File: config.mk
export PLATFORM = sky130hd
export DESIGN_NAME = sqp_timer
export DESIGN_NICKNAME = d
export VERILOG_FILES = /design/src/rtl/sqp_timer_pkg.sv /design/src/rtl/sqp_cfg_reg.sv /design/src/rtl/sqp_phase_ctr.sv /design/src/rtl/sqp_wave_gen.sv /design/src/rtl/sqp_timer.sv
export SDC_FILE = /design/constraint.sdc
export NUM_CORES = 1
export LEC_CHECK = 0
export ABC_AREA = 1
export BUFFER_PORTS_ARGS = -buffer_cell sky130_fd_sc_hd__buf_4
export CORE_MARGIN = 2
export CORE_UTILIZATION = 35
export CTS_CLUSTER_SIZE = 30
export DETAILED_ROUTE_END_ITERATION = 10
export SYNTH_ARGS = -nofsm -noshare
export SYNTH_HDL_FRONTEND = slang
export SYNTH_HIERARCHICAL = 1
export SYNTH_SLANG_ARGS = --single-unit
File: constraint.sdc
create_clock -name clk -period 6.6 [get_ports clk]
set_input_delay 1.98 -clock clk [delete_from_list [all_inputs] [get_ports clk]]
set_output_delay 1.98 -clock clk [all_outputs]
set_load 0.02 [all_outputs]
File: src/rtl/sqp_timer_pkg.sv
package sqp_timer_pkg;

    typedef enum logic [1:0] {
        MODE_SQ_ONCE = 2'b00,
        MODE_SQ_RPT  = 2'b01,
        MODE_PL_ONCE = 2'b10,
        MODE_PL_RPT  = 2'b11
    } tmr_mode_e;

    typedef struct packed {
        logic repeat_en;
        logic pulse_en;
    } tmr_kind_t;

    localparam int unsigned TC_FLOOR = 2;

    function automatic tmr_kind_t decode_mode(input logic [1:0] m);
        tmr_kind_t k;
        k.repeat_en = m[0];
        k.pulse_en  = m[1];
        return k;
    endfunction

    function automatic int unsigned clamp_tc(input int unsigned t);
        return (t < TC_FLOOR) ? TC_FLOOR : t;
    endfunction

    function automatic int unsigned high_len(input int unsigned t);
        return (t + 1) / 2;
    endfunction

endpackage

File: src/rtl/sqp_cfg_reg.sv
module sqp_cfg_reg
    import sqp_timer_pkg::*;
#(
    parameter int CNT_W = 14
) (
    input  logic             clk,
    input  logic             rst,
    input  logic             load_i,
    input  logic [CNT_W-1:0] tc_i,
    input  logic [1:0]       mode_i,
    output logic [CNT_W-1:0] tc_q,
    output logic [CNT_W-1:0] hi_q,
    output tmr_kind_t        kind_q
);
    logic [CNT_W-1:0] tc_eff;
    logic [CNT_W-1:0] hi_eff;
    int unsigned      tc_int;

    always_comb begin
        tc_int = clamp_tc(32'(tc_i));
        tc_eff = tc_int[CNT_W-1:0];
        hi_eff = CNT_W'(high_len(tc_int));
    end

    always_ff @(posedge clk) begin
        if (rst) begin
            tc_q   <= CNT_W'(TC_FLOOR);
            hi_q   <= CNT_W'(1);
            kind_q <= '0;
        end else if (load_i) begin
            tc_q   <= tc_eff;
            hi_q   <= hi_eff;
            kind_q <= decode_mode(mode_i);
        end
    end
endmodule

File: src/rtl/sqp_phase_ctr.sv
module sqp_phase_ctr #(
    parameter int CNT_W = 14
) (
    input  logic             clk,
    input  logic             rst,
    input  logic             load_i,
    input  logic [CNT_W-1:0] tc_q,
    input  logic             repeat_en,
    output logic [CNT_W-1:0] phase_nxt,
    output logic             run_nxt,
    output logic             run_q
);
    logic [CNT_W-1:0] phase_q;
    logic             at_end;

    assign at_end = (phase_q == tc_q - CNT_W'(1));

    always_comb begin
        phase_nxt = phase_q;
        run_nxt   = run_q;
        if (load_i) begin
            phase_nxt = '0;
            run_nxt   = 1'b1;
        end else if (run_q) begin
            if (at_end) begin
                phase_nxt = '0;
                run_nxt   = repeat_en;
            end else begin
                phase_nxt = phase_q + CNT_W'(1);
            end
        end
    end

    always_ff @(posedge clk) begin
        if (rst) begin
            phase_q <= '0;
            run_q   <= 1'b0;
        end else begin
            phase_q <= phase_nxt;
            run_q   <= run_nxt;
        end
    end
endmodule

File: src/rtl/sqp_wave_gen.sv
module sqp_wave_gen #(
    parameter int CNT_W = 14
) (
    input  logic             clk,
    input  logic             rst,
    input  logic             load_i,
    input  logic             run_nxt,
    input  logic [CNT_W-1:0] phase_nxt,
    input  logic [CNT_W-1:0] tc_q,
    input  logic [CNT_W-1:0] hi_q,
    input  logic             pulse_en,
    output logic             out_q
);
    logic out_d;

    always_comb begin
        if (load_i || !run_nxt) begin
            out_d = 1'b1;
        end else if (pulse_en) begin
            out_d = (phase_nxt != tc_q - CNT_W'(1));
        end else begin
            out_d = (phase_nxt < hi_q);
        end
    end

    always_ff @(posedge clk) begin
        if (rst) out_q <= 1'b1;
        else     out_q <= out_d;
    end
endmodule

File: src/rtl/sqp_timer.sv
module sqp_timer
    import sqp_timer_pkg::*;
#(
    parameter int CNT_W = 14
) (
    input  logic             clk,
    input  logic             rst,
    input  logic             load_i,
    input  logic [CNT_W-1:0] tc_i,
    input  logic [1:0]       mode_i,
    output logic             tmr_out_o,
    output logic             busy_o
);
    logic [CNT_W-1:0] tc_q;
    logic [CNT_W-1:0] hi_q;
    tmr_kind_t        kind_q;
    logic [CNT_W-1:0] phase_nxt;
    logic             run_nxt;
    logic             run_q;

    sqp_cfg_reg #(.CNT_W(CNT_W)) u_cfg (
        .clk    (clk),
        .rst    (rst),
        .load_i (load_i),
        .tc_i   (tc_i),
        .mode_i (mode_i),
        .tc_q   (tc_q),
        .hi_q   (hi_q),
        .kind_q (kind_q)
    );

    sqp_phase_ctr #(.CNT_W(CNT_W)) u_phase (
        .clk       (clk),
        .rst       (rst),
        .load_i    (load_i),
        .tc_q      (tc_q),
        .repeat_en (kind_q.repeat_en),
        .phase_nxt (phase_nxt),
        .run_nxt   (run_nxt),
        .run_q     (run_q)
    );

    sqp_wave_gen #(.CNT_W(CNT_W)) u_wave (
        .clk       (clk),
        .rst       (rst),
        .load_i    (load_i),
        .run_nxt   (run_nxt),
        .phase_nxt (phase_nxt),
        .tc_q      (tc_q),
        .hi_q      (hi_q),
        .pulse_en  (kind_q.pulse_en),
        .out_q     (tmr_out_o)
    );

    assign busy_o = run_q;
endmodule

==> results of run 1 <==
[worst min path at each step]
stage | startpoint | end | slack, ns | cells past startpoint
after global routing | u_cfg/hi_q[10]$_SDFFE_PP0P_ | u_cfg/hi_q[10]$_SDFFE_PP0P_ | 0.49 | 2
after floorplan | u_cfg/hi_q[0]$_SDFFE_PP1P_ | u_cfg/hi_q[0]$_SDFFE_PP1P_ | 0.43 | 2
after detailed placement | u_cfg/hi_q[10]$_SDFFE_PP0P_ | u_cfg/hi_q[10]$_SDFFE_PP0P_ | 0.46 | 2
final | u_cfg/hi_q[10]$_SDFFE_PP0P_ | u_cfg/hi_q[10]$_SDFFE_PP0P_ | 0.47 | 2
after CTS | u_cfg/hi_q[10]$_SDFFE_PP0P_ | u_cfg/hi_q[10]$_SDFFE_PP0P_ | 0.47 | 2
after global placement | u_cfg/hi_q[0]$_SDFFE_PP1P_ | u_cfg/hi_q[0]$_SDFFE_PP1P_ | 0.45 | 2
[where the power goes]
group | internal (W) | switching [W]
Clock | 0.000179 | 0.000110
Combinational | 0.0000569 | 0.0000971
Sequential | 0.000291 | 0.0000208
Total | 0.000527 | 0.000228
[cell type report]
class | count | share of cell area (%)
Clock inverter | 2 | 0.858
Timing Repair Buffer | 20 | 3.43
Clock buffer | 6 | 2.95
Multi-Input combinational cell | 500 | 58.1
Sequential cell | 46 | 21.0
Inverter | 112 | 9.61
Tap cell | 140 | 4.00
[flip-flops by register name, summed over array words and instances (netlist names)]
| name | count |
|---|---|
| u_wave/out_q | 1 |
| u_cfg/kind_q | 2 |
| u_cfg/hi_q | 14 |
| u_phase/phase_q | 14 |
| u_phase/run_q | 1 |
| u_cfg/tc_q | 14 |
[through the flow]
stage | hold slack (ns) | cell area (µm²) | power, W | std cells | setup slack (ns)
floorplan | 0.429 | 3980 | 0.000428 | 671 | 3.26
global placement | 0.445 | 4210 | 0.000467 | 818 | 2.63
detailed placement | 0.460 | 4210 | 0.000471 | 818 | 2.61
CTS | 0.470 | 4380 | 0.000762 | 826 | 2.92
global route | 0.491 | 4380 | 0.000798 | 826 | 2.61
finish | 0.469 | 4380 | 0.000754 | 826 | 2.91
[synth_stat cells]
library cell,number
o21ai_2,1
or2_2,3
inv_1,107
nand2_2,6
o21a_1,2
ha_1,17
inv_2,5
dfxtp_1,46
nand4_1,7
a21oi_1,29
nor2_1,108
buf_6,4
nand2_1,182
nand3_2,6
buf_2,3
o21ai_1,4
nor2_4,4
nor3_1,6
nand3_1,37
nand3b_1,5
nor2_2,10
xor2_1,21
xnor2_1,8
clkbuf_1,3
a21o_1,1
nor3b_1,3
buf_4,3
nor3b_2,1
nor3_4,2
o21ai_0,32
o211ai_1,1
nand3b_2,1
and2_1,1
a21oi_2,2
[worst min-delay path: stages (launching register included)]
cell and delay (ns):
dfxtp_1 0.31, nand2_1 0.06, a21oi_1 0.05
[kinds of logic after synthesis]
| logic type | Yosys count | share of synthesized area (%) |
|---|---|---|
| and+or+nand+nor | 382 | 42.6 |
| DFF | 46 | 23.2 |
| buffers and inverters | 125 | 12.9 |
| AOI/OAI and AO/OA | 72 | 9.59 |
| xor gates and xnor gates | 29 | 6.39 |
| adders and majority gates | 17 | 5.35 |
[per-layer routing]
| layer | vias to the layer above | track usage [%] | routed length, µm |
|---|---|---|---|
| li1 | 2099 | - | - |
| met2 | 88 | 28.0 | 4570 |
| met3 | 12 | 1.92 | 384 |
| met4 | 0 | 5.67 | 161 |
| met1 | 1781 | 20.7 | 4770 |
| met5 | - | 0 | 0 |
==> results.md, run 1 <==
- Outcome: finished, final reports clean
- Routed wire per std cell: 12.0 µm
- Synth area leader: dfxtp_1
- Initial antenna violation count: 0
- Die Y-Extent: 111 µm
- Top post-synthesis cells by area: dfxtp_1, nand2_1, nor2_1
- Layout cells sized above 1: 9.91%
- Max-slew violation count: 0
- Post-cts repair resize count: 0
- Post-route antenna net violation count: 0
- Critical Path Source: load_i
- CP max stage delay: 0.45 ns
- Clk_skew: 0.00470 ns
- Most frequent cells in the layout: nand2_1, nor2_1, inv_1
- Worst Setup EP: u_wave/out_q$_SDFF_PP1_
- Initial Util: 36.2%
- Slew @ Worst Pin: 0.569 ns
- Gr usage total: 16.2%
- Area of the core: 0.0110 mm²
- WP data arrival: 3.92 ns
- Routed WL: 9.88 mm
- Yosys warns: 6
- Final GP Congestion: 0.877
- Net count, final: 721
- Fin crit share: 55.8%
- FF/Latch Area: 921 µm²
- Synth unique cells: 34
- Area growth syn-to-layout: 10.0%
- Clock Latency Late Sink: 0.29 ns
- Critical Path Slowest Stage Cell: buf_4
- Clock Sink Count: 46
- Final hold vios: 0
- Longest Clk Path Bufs: 2
- Root Driver: clkbuf_16
- Syn Inst Count: 671
- Seq/Total Area, Yosys: 23.2%
- Unrepaired setup endpoints after global routing: false
- Crit-path leading delay family: buffers and inverters
- PortBufs: 20
- Fin util: 39.8%
- Setup Buffers After CTS: 0
- N_diodes: 0
- Reg-to-reg setup timing slack: 3.23 ns
- Largest net degree at the start of global routing: 59
- Core Rows: 38
- Buf/Inv on CP: 4
- Syn_nets: 707
- Worst r2r path cells: 20
- Grt total ovfl: 0
- Relative slew slack: 62.1%
- Post-Route Setup TNS: 0 ns
- Reg2reg start: u_cfg/tc_q[0]$_SDFFE_PP0P_
- Cell depth of the worst setup path: 15
- Peak VDD IR: 0.0945 mV
- Min Clock Period, post-route: 3.69 ns
- Total of max-cap violations: 0
- DP HPWL: 7.62 mm
- Critical Path Fanout Max: 58
- Syn avg cell area: 5.93 µm²
- Critical path launch point type: input port
- Leakage: 2.27 nW
- Vias/cell: 4.82
- 1st-pass router iterations: 5
- Worst Path Required: 6.84 ns
- Fill cells: 1181
- CP Cell Sequence: buf_4, inv_1, o21ai_0, nor2_1, nand2_1, inv_1, ha_1, o21a_1, o21ai_0, nand2_1, nand3_1, nand2_1, o21ai_0, inv_1, nand2_1
- Post-synth top area share: 23.2%
- Initial drt markers: 180
- Footprint of the multi-input gates: 0.00254 mm²
- # setup viols final: 0
- Post-CTS Hold Buffers: 0
- Number of synthesized register bits: 46
- Vias in the first global route: 3733
- CTS clk-pin slew, worst paths: 0.07 ns
- Die Width: 111 µm
- HP Class: register to register
- Power density of the placed cells: 172 mW/mm²
- Cts bufs inserted: 5
- Commonest non-fill, non-tap cell in the layout: nand2_1
- Post-route DRC: 0
- Synthesized area: 0.00398 mm²
- Critical path type: input port to register
- IO Pins: 21
- Vias: 3980
- Reg-to-reg critical path endpoint: u_wave/out_q$_SDFF_PP1_
- Global-route wire length before repair: 16.7 mm
- Full die area: 0.0122 mm²
- Most used cell, CP: nand2_1
- TritonCTS clock tree: yes
- Critical Path End Type: register
- Fmax: 0.271 GHz
- # H-tree levels: 2
(Power assumes the default switching activity.)
==> run 2, diff against run 1 <==
Clock period 6.6 ns to 3.8 ns, I/O delays scaled along.
==> results.md, run 2 (synthesis results as in run 1) <==
- Outcome: finished, final reports clean
- Area growth syn-to-layout: 9.78%
- CTS clk-pin slew, worst paths: 0.07 ns (about the same)
- Critical path launch point type: register
- Vias/cell: 4.69 (-2.6%)
- Reg-to-reg setup timing slack: 0.53 ns (-2.70 ns)
- Total of max-cap violations: 0 (unchanged)
- Post-CTS Hold Buffers: 0 (unchanged)
- Cts bufs inserted: 5 (unchanged)
- Worst r2r path cells: 21 (+5.0%)
- Grt total ovfl: 0 (unchanged)
- Largest net degree at the start of global routing: 44 (-25%)
- # H-tree levels: 2 (unchanged)
- Commonest non-fill, non-tap cell in the layout: nand2_1
- Fmax: 0.306 GHz
- Max-slew violation count: 0 (unchanged)
- Placed Area: 0.00422 mm² (+0.18%)
- Critical path type: register to register
- Routed WL: 9.79 mm (-0.97%)
- Core Rows: 38 (unchanged)
- Final hold vios: 0 (unchanged)
- Final Cell Area: 0.00437 mm² (-0.20%)
- HP Class: register to register
- Longest Clk Path Bufs: 2 (unchanged)
- Clk_skew: 0.00557 ns (+0.000862 ns)
- Routed wire per std cell: 11.8 µm (-1.1%)
- Post-route DRC: 0 (unchanged)
- FF/Latch Area: 921 µm² (unchanged)
- Peak VDD IR: 0.229 mV (+140%)
- Fill cells: 1211 (+2.5%)
- Vias in the first global route: 3584 (-4.0%)
- Initial drt markers: 187 (+3.9%)
- Fin crit share: 85.9%
- Global-route wire length before repair: 16.5 mm (-1.1%)
- Reg2reg start: u_cfg/tc_q[0]$_SDFFE_PP0P_
- Worst Hold Path EP: u_wave/out_q$_SDFF_PP1_
- # setup viols final: 0 (unchanged)
- Setup Buffers After CTS: 0 (unchanged)
- Hold path depth: 2 (unchanged)
- Gr usage total: 16.1% (-0.084 points)
- Critical Path Fanout Max: 14 (-76%)
- Initial antenna violation count: 0 (unchanged)
- Area of the core: 0.0110 mm² (unchanged)
- Vias: 3881 (-2.5%)
- Post-cts repair resize count: 0 (unchanged)
- Clock Latency Late Sink: 0.29 ns (about the same)
- Initial Util: 36.2% (unchanged)
- PortBufs: 20 (unchanged)
- Critical Path End Type: register
- Die Width: 111 µm (unchanged)
- Biggest regs: u_cfg/hi_q x14, u_cfg/tc_q x14, u_phase/phase_q x14
- Clock Sink Count: 46 (unchanged)
- Min Clock Period, post-route: 3.27 ns
- Footprint of the multi-input gates: 0.00254 mm² (unchanged)
- Post-Route Setup TNS: 0 ns (unchanged)
- Layout cells sized above 1: 10.2% (+0.28 points)
- Hold path startpoint: u_cfg/kind_q[0]$_SDFFE_PP0P_
- Final GP Congestion: 0.835 (-4.8%)
- IO Pins: 21 (unchanged)
- 1st-pass router iterations: 4 (-1)
- Design Power: 0.00125 W (+66%)
- DP HPWL: 7.74 mm (+1.6%)
- Relative slew slack: 59.3% (-2.8 points)
- N_diodes: 0 (unchanged)
- Most frequent cells in the layout: nand2_1, nor2_1, inv_1
- Root Driver: clkbuf_16
- Full die area: 0.0122 mm² (unchanged)
- Reg-to-reg critical path endpoint: u_wave/out_q$_SDFF_PP1_
- Net count, final: 722 (+0.14%)
- Power density of the placed cells: 287 mW/mm² (+67%)
- Post-route antenna net violation count: 0 (unchanged)
- TritonCTS clock tree: yes
- Worst Path Required: 3.99 ns (-2.85 ns)
- Unrepaired setup endpoints after global routing: false
- WP data arrival: 3.46 ns (-0.46 ns)
- Die Y-Extent: 111 µm (unchanged)
- Leakage: 2.27 nW (about the same)
- Slew @ Worst Pin: 0.610 ns (+0.0417 ns)
-- run 2: final cells by class --
class	count	share of cell area (%)
Multi-Input combinational cell	500	58.2
Clock buffer	5	2.87
Tap cell	140	4.01
Timing Repair Buffer	21	3.61
Sequential cell	46	21.1
Inverter	112	9.63
Clock inverter	3	0.573
-- run 2: per-layer routing --
metal	vias to the layer above	wire length [µm]	GRT usage, %
li1	2100	-	-
met1	1721	4980	22.0
met2	52	4400	27.4
met3	8	352	2.03
met4	0	60	2.75
met5	-	0	0
-- run 2: critical path: stages, from the launching register on --
cell	delay, ns
dfxtp_1	0.47
inv_1	0.12
ha_1	0.27
nand2_1	0.16
nor2_1	0.08
nand2_1	0.07
xor2_1	0.20
nand3_1	0.10
nor2_1	0.14
nand3_2	0.29
nand2_1	0.22
inv_1	0.09
ha_1	0.27
nand2_1	0.07
nor2_1	0.11
o21ai_0	0.09
nand2_1	0.12
nand3_1	0.09
nand2_1	0.06
o21ai_0	0.06
inv_1	0.06
nand2_1	0.04
-- run 2: how the worst max path moves through the flow --
stage / from / to / slack, ns / cells after the start
2_1_floorplan: u_cfg/tc_q[0]$_SDFFE_PP0P_ / u_wave/out_q$_SDFF_PP1_ / 1.10 / 21
3_3_place_gp: u_cfg/tc_q[0]$_SDFFE_PP0P_ / u_wave/out_q$_SDFF_PP1_ / 0.56 / 21
3_5_place_dp: u_cfg/tc_q[0]$_SDFFE_PP0P_ / u_wave/out_q$_SDFF_PP1_ / 0.53 / 21
4_1_cts: u_cfg/tc_q[0]$_SDFFE_PP0P_ / u_wave/out_q$_SDFF_PP1_ / 0.51 / 21
5_1_grt: u_cfg/tc_q[0]$_SDFFE_PP0P_ / u_wave/out_q$_SDFF_PP1_ / 0.19 / 19
6_report: u_cfg/tc_q[0]$_SDFFE_PP0P_ / u_wave/out_q$_SDFF_PP1_ / 0.53 / 21
-- run 2: per-stage QoR --
stage	util [%]	setup slack [ns]	hold WS, ns	std cells
5_1_grt	39.8	0.194	0.489	827
6_report	39.8	0.534	0.467	827
2_1_floorplan	-	1.10	0.429	671
3_5_place_dp	38.4	0.527	0.460	819
4_1_cts	39.8	0.511	0.471	827
3_3_place_gp	38.4	0.565	0.448	819
-- run 2: power breakdown --
part | internal, W | switching (W)
Clock | 0.000247 | 0.000199
Combinational | 0.0000992 | 0.000167
Sequential | 0.000505 | 0.0000364
Total | 0.000852 | 0.000402
